==> config.mk <==
export PLATFORM = sky130hd
export DESIGN_NAME = scl_timing_gen
export DESIGN_NICKNAME = d
export VERILOG_FILES = /design/src/rtl/scl_timing_gen.sv
export SDC_FILE = /design/constraint.sdc
export NUM_CORES = 1
export LEC_CHECK = 0
export BUFFER_PORTS_ARGS = -buffer_cell sky130_fd_sc_hd__clkbuf_2
export CAP_MARGIN = 0
export CORE_MARGIN = 4
export CORE_UTILIZATION = 45
export CTS_BUF_LIST = sky130_fd_sc_hd__clkbuf_8 sky130_fd_sc_hd__clkbuf_16
export DETAILED_ROUTE_END_ITERATION = 7
export GPL_ROUTABILITY_DRIVEN = 0
export PLACE_DENSITY = 0.62
export SETUP_SLACK_MARGIN = 0.1
export SYNTH_ARGS = -nofsm -noshare
export SYNTH_HDL_FRONTEND = slang
export SYNTH_SLANG_ARGS = --single-unit
==> constraint.sdc <==
create_clock -name clk -period 6.5 [get_ports clk]
set_clock_uncertainty 0.15 [all_clocks]
set_input_delay 0.975 -clock clk [delete_from_list [all_inputs] [get_ports clk]]
set_output_delay 0.975 -clock clk [all_outputs]
set_load 0.03 [all_outputs]
==> src/rtl/scl_timing_gen.sv <==
module scl_timing_gen #(
  parameter int PW = 4,
  parameter int TW = 8,
  parameter int DW = 4
) (
  input  logic          clk,
  input  logic          rst_n,
  input  logic          en,
  input  logic          stretch_en,
  input  logic [PW-1:0] pre_div,
  input  logic [TW-1:0] lo_len,
  input  logic [TW-1:0] hi_len,
  input  logic [DW-1:0] hold_len,
  input  logic [DW-1:0] setup_len,
  input  logic          scl_in,
  output logic          scl_oe,
  output logic          sda_chg,
  output logic          scl_rel
);
  localparam int CW = ((TW > DW) ? TW : DW) + 2;

  typedef enum logic [1:0] {S_OFF, S_LOW, S_WAIT, S_HIGH} st_t;
  st_t st;

  logic [PW-1:0] pcnt, pre_l;
  logic [CW-1:0] q;
  logic [TW-1:0] lo_l, hi_l;
  logic [DW-1:0] hold_l, setup_l;

  logic [CW-1:0] lo_end, su_end, lim;
  logic tick, last_lo, last_hi, load;

  assign lo_end  = CW'(lo_l) + CW'(1);
  assign su_end  = CW'(hold_l) + CW'(setup_l) + CW'(1);
  assign lim     = (lo_end > su_end) ? lo_end : su_end;
  assign tick    = (pcnt == pre_l);
  assign last_lo = tick && (q + CW'(1) == lim);
  assign last_hi = tick && (q == CW'(hi_l));
  assign load    = en && ((st == S_OFF) || (st == S_HIGH && last_hi));

  assign sda_chg = en && (st == S_LOW) && (pcnt == '0) && (q == CW'(hold_l));
  assign scl_rel = en && (st == S_LOW) && last_lo;

  always_ff @(posedge clk or negedge rst_n) begin
    if (!rst_n) begin
      pre_l <= '0; lo_l <= '0; hi_l <= '0; hold_l <= '0; setup_l <= '0;
    end else if (load) begin
      pre_l <= pre_div; lo_l <= lo_len; hi_l <= hi_len;
      hold_l <= hold_len; setup_l <= setup_len;
    end
  end

  always_ff @(posedge clk or negedge rst_n) begin
    if (!rst_n) begin
      st <= S_OFF; pcnt <= '0; q <= '0; scl_oe <= 1'b0;
    end else if (!en) begin
      st <= S_OFF; pcnt <= '0; q <= '0; scl_oe <= 1'b0;
    end else begin
      case (st)
        S_OFF: begin
          st <= S_LOW; pcnt <= '0; q <= '0; scl_oe <= 1'b1;
        end
        S_LOW: begin
          if (!tick) pcnt <= pcnt + PW'(1);
          else begin
            pcnt <= '0;
            if (last_lo) begin
              st <= S_WAIT; q <= '0; scl_oe <= 1'b0;
            end else q <= q + CW'(1);
          end
        end
        S_WAIT: begin
          if (scl_in || !stretch_en) st <= S_HIGH;
        end
        S_HIGH: begin
          if (!tick) pcnt <= pcnt + PW'(1);
          else begin
            pcnt <= '0;
            if (last_hi) begin
              st <= S_LOW; q <= '0; scl_oe <= 1'b1;
            end else q <= q + CW'(1);
          end
        end
        default: st <= S_OFF;
      endcase
    end
  end

  assert_off_release_R1: assert property (@(posedge clk) disable iff (!rst_n)
    !en |=> !scl_oe);
  assert_start_drive_R2: assert property (@(posedge clk) disable iff (!rst_n)
    (en && st == S_OFF) |=> scl_oe);
  assert_quantum_range_R3: assert property (@(posedge clk) disable iff (!rst_n)
    pcnt <= pre_l);
  assert_sda_in_low_R4: assert property (@(posedge clk) disable iff (!rst_n)
    sda_chg |-> scl_oe);
  assert_sda_single_R4: assert property (@(posedge clk) disable iff (!rst_n)
    sda_chg |=> !sda_chg);
  assert_rel_then_free_R6: assert property (@(posedge clk) disable iff (!rst_n)
    scl_rel |=> !scl_oe);
  assert_stretch_wait_R8: assert property (@(posedge clk) disable iff (!rst_n)
    (en && st == S_WAIT && stretch_en && !scl_in) |=> (st == S_WAIT && !scl_oe));
  assert_no_stretch_R9: assert property (@(posedge clk) disable iff (!rst_n)
    (en && st == S_WAIT && !stretch_en) |=> (st == S_HIGH));
endmodule

* Word-level counts from Yosys, hierarchy flattened
Cells that the tools add are included.
Word-level totals: word-level logic and storage cells 69, input bits 33, memory bits (writable) 0, bits in read-only memories 0, bits in latches 0, register bits 45, output and inout port bits 3, memories kept 0
Cells by class: equal/unequal tests 14, bitwise logic cells 0, shift operators 0, div/mod/pow operators 0, $add $sub $neg 5, reductions and logical operators 17, muxes and demuxes 23, order comparisons 1, multipliers 0
Operators with widths (count):
- $mux 10 | 5
- $pmux 10 s3 | 1
- $ne 3x3->1 const B | 5
- $mux 2 | 6
- $add 10x1->10 const B | 1
- $eq 10x4->1 | 1
- $eq 10x8->1 | 1
- $eq 10x9->1 | 1
- $reduce_and 5->1 | 2
- $add 8x1->9 const B | 1
- $gt 9x6->1 | 1
- $mux 9 | 1
- $logic_and 1x1->1 | 8
- $mux 4 | 2
- $pmux 2 s4 | 1
- $pmux 4 s2 | 1
- $add 5x1->6 const B | 1
- $add 4x4->5 | 1
- $mux 1 | 5
- $add 4x1->4 const B | 1
- $eq 2x2->1 const B | 2
- $eq 4x4->1 | 1
- $logic_not 4->1 | 1
- $ne 4x1->1 const B | 1
- other kinds (8) | 9

* Longest topological paths before layout
depth after elaboration 10, depth in mapped cells 16, gate-level depth less buffers 16

* Worst setup path before layout
No wires, ideal clock.
kind flip-flop to output port, start register hold_l[1], end output port scl_rel, path slack 1.492 ns, data required time 5.375 ns, buffers on the path 0, cell stages (with the launch flop) 14, arrival 3.883 ns, path through dfrtp_1 -> ha_1 -> nor2b_1 -> o21ai_0 -> a21boi_0 -> or2_2 -> ha_1 -> o21ai_0 -> a21oi_1 -> o31ai_1 -> o2111ai_1 -> a21oi_1 -> o211ai_4 -> nor4_1
On the way: cells in the longest elaborated chain, start to end 7
Ends and longest elaborated chain:
- from (decl) | RTL line 28 | logic [DW-1:0] hold_l, setup_l;
- from (signal assigned) | RTL line 49 | hold_l <= hold_len; setup_l <= setup_len;
- $add 4x4->5 * | RTL line 34 | assign su_end = CW'(hold_l) + CW'(setup_l) + CW'(1);
- $add 5x1->6 * | RTL line 34
- $gt 9x6->1 | RTL line 35 | assign lim = (lo_end > su_end) ? lo_end : su_end;
- $mux 9 * | RTL line 35
- $eq 10x9->1 * | RTL line 37 | assign last_lo = tick && (q + CW'(1) == lim);
- $logic_and 1x1->1 * | RTL line 37
- $logic_and 1x1->1 * | RTL line 42 | assign scl_rel = en && (st == S_LOW) && last_lo;
- to (decl) | RTL line 18 | output logic scl_rel
Every way passes the cells marked *; elsewhere a longest branch is shown, timed or not.

* Final worst setup path
Same ends and word-level chain as after synthesis.

==> flow_summary.ini <==
[power]
powerDensity_nw_per_um2 = 463.5
total_power_mw = 1.655
p_leak_nw = 1.502
peakVddDrop_v = 0.0002169

[critical_path]
path_cells = ha_1, nor2b_1, o21ai_0, a21boi_0, or2_2, ha_1, o21ai_0, a21oi_1, o31ai_1, o2111ai_1, a21oi_1, o211ai_4, nor4_1, clkbuf_2
crit_fanout = 7
critPathMaxStageDelay_ns = 0.60
reg2reg_depth = 15
reg2reg_to = q[0]
critPathArrivalTime_ns = 4.28
rr_startpoint = hold_l[1]
critPathKind = reg2out
cp.required_ns = 5.37
cp_num_buf_inv = 1
cp_top_family = compound AO/OA/AOI/OAI gates
slowest_stage = o31ai_1
worst_setup_path_end_kind = output port
critPathLaunchType = register
ff2ff_setup_slack_ns = 2.12

[global_routing]
antenna_found_initial = 0
grt_use_total_pct = 17.12
grt_pass1_vias = 2456
grt_pass1_wl_um = 11810
grt_start_max_net_pins = 46
grt_overflow_total = 0

[layout]
drive_above_1_share_pct = 25.00
fin_nets = 414
fin_util_pct = 51.99
fillers = 641
diodes = 0
area_growth_pct = 11.62
stdcell_count = 460

[logic_synthesis]
synth_common_cells = dfrtp_1, mux2_2, nand2_1
synthArstFlopShare_pct = 100.0
netlist_instances = 332
yosysWarningCount = 0
postSynthAreaPerCell_um2 = 9.637
synth_cell_types = 63
synth_area_um2 = 3199
synth_ff_type = dfrtp_1
syn_nets = 383
yosys.cell_count.top_type = dfrtp_1
synth.top_cell.area_share_pct = 35.20
synth_top_cell_by_area = dfrtp_1
synth_seq_cells = 45
synth_edf_count = 0
ys_seq_area_share_pct = 35.20
ys_top_cells_by_area = dfrtp_1, mux2_2, ha_1

[cts]
numCtsBuffers = 5
hold_buffers = 0
cts_resized = 0
htreeDepth = 2
cts_tree = done
path_clk_slew_ns = 0.09
cts_buffer_depth = 2
postCtsSetupRepairBufs = 0
cts_root_buf = clkbuf_8
clkLatencyLatePin_ns = 0.30
cts.sinks = 45

[timing]
rsz0062_at_grt = no
fin_tns_setup_ns = 0
maxSlewViolCount = 0
period_needed_ns = 5.401
period_share_pct = 83.09
finalSetupViolations = 0
max_slew_margin_pct = 51.72
worst_slew_pin_slew_ns = 0.7180
finalHoldViolations = 0
layout_setup_ws_ns = 1.099
fmax_mhz = 185.2

[die]
die_width_um = 92.32
ioPinCount = 36
initial_core_util_pct = 46.58
die_y_um = 92.32
core_um2 = 6869
dieArea_um2 = 8523
row_count = 30

[routing]
routed_wl_um = 6869
drc = 0
ant_nets = 0
vias = 2542
vias_per_cell = 5.526
drtPass1Iterations = 4
drt_iter0_drc = 152
post_drt_wl_per_cell_um = 14.93

[status]
status = completed

[min_path]
hold_depth = 1
worstHoldStart = pre_l[1]
hold_path_class = reg2reg
hold_end = pre_l[1]

[placement]
pre_cts_ws_ns = 1.508
dpl.cell_count = 452
place_hpwl_um = 5331
port_buffers = 35

[flow_run]
cap_violations = 0
flip-flops by register name, indices dropped and copies added, names as in the netlist:
signal and flops:
pre_l 4, lo_l 8, hold_l 4, setup_l 4
hi_l 8, scl_oe 1, pcnt 4, st 2
q 10
cell families after synthesis:
kind of cell,after synthesis,synth area share (%)
AOI/OAI and AO/OA,77,18.03
muxes,26,9.151
buffers and inverters,31,4.028
and+or+nand+nor,108,18.50
DFF,45,35.20
adders and majority gates,18,7.274
xor gates and xnor gates,27,7.822
cells in the final DEF (no fill, tap or decap), types with 4 or more instances in the layout:
master / n
xnor2_1: 18
o31ai_1: 5
nor2_1: 14
o2bb2ai_1: 5
o21ai_0: 22
clkbuf_8: 6
nand3_1: 12
nand2b_1: 7
clkbuf_2: 35
and3_1: 6
mux2_2: 26
nor3_1: 10
a31o_2: 4
inv_1: 18
nand4_1: 6
xor2_1: 8
dfrtp_1: 45
nand2_1: 26
ha_1: 17
a21oi_1: 10
layout make-up:
class | count | area [um^2] | share of cell area [%]
flip-flops and latches | 45 | 1126 | 31.53
well taps | 96 | 120.1 | 3.364
clock inverters | 2 | 37.54 | 1.051
inverters | 18 | 67.56 | 1.892
repair buffers | 37 | 190.2 | 5.326
clock buffers | 6 | 82.58 | 2.313
multi-input cells | 256 | 1947 | 54.52
through the flow:
step	area (um^2)	hold WS (ns)
floorplan	3199	0.3349
global placement	3451	0.3576
detailed placement	3451	0.3680
CTS	3571	0.3904
global route	3571	0.4114
finish	3571	0.3848
report_power, final:
part | internal, mW | switching [mW]
registers | 0.380 | 0.108
logic | 0.419 | 0.520
clock network | 0.125 | 0.103
total | 0.924 | 0.731
how the worst max path moves through the flow:
stage	to	cells past startpoint	startpoint	slack (ns)
detailed placement	scl_rel	14	hold_l[1]	1.51
CTS	scl_rel	14	hold_l[1]	1.16
global route	scl_rel	14	hold_l[1]	0.78
global placement	scl_rel	14	hold_l[1]	1.55
floorplan	scl_rel	13	hold_l[1]	1.49
finish	scl_rel	14	hold_l[1]	1.10
routing by layer:
layer	GRT usage (%)	wire [um]
met5	0	0
met4	4.332	74
met3	2.681	266
met2	27.79	3198
met1	23.87	3329
No activity file was read; power rests on OpenSTA's default activity.
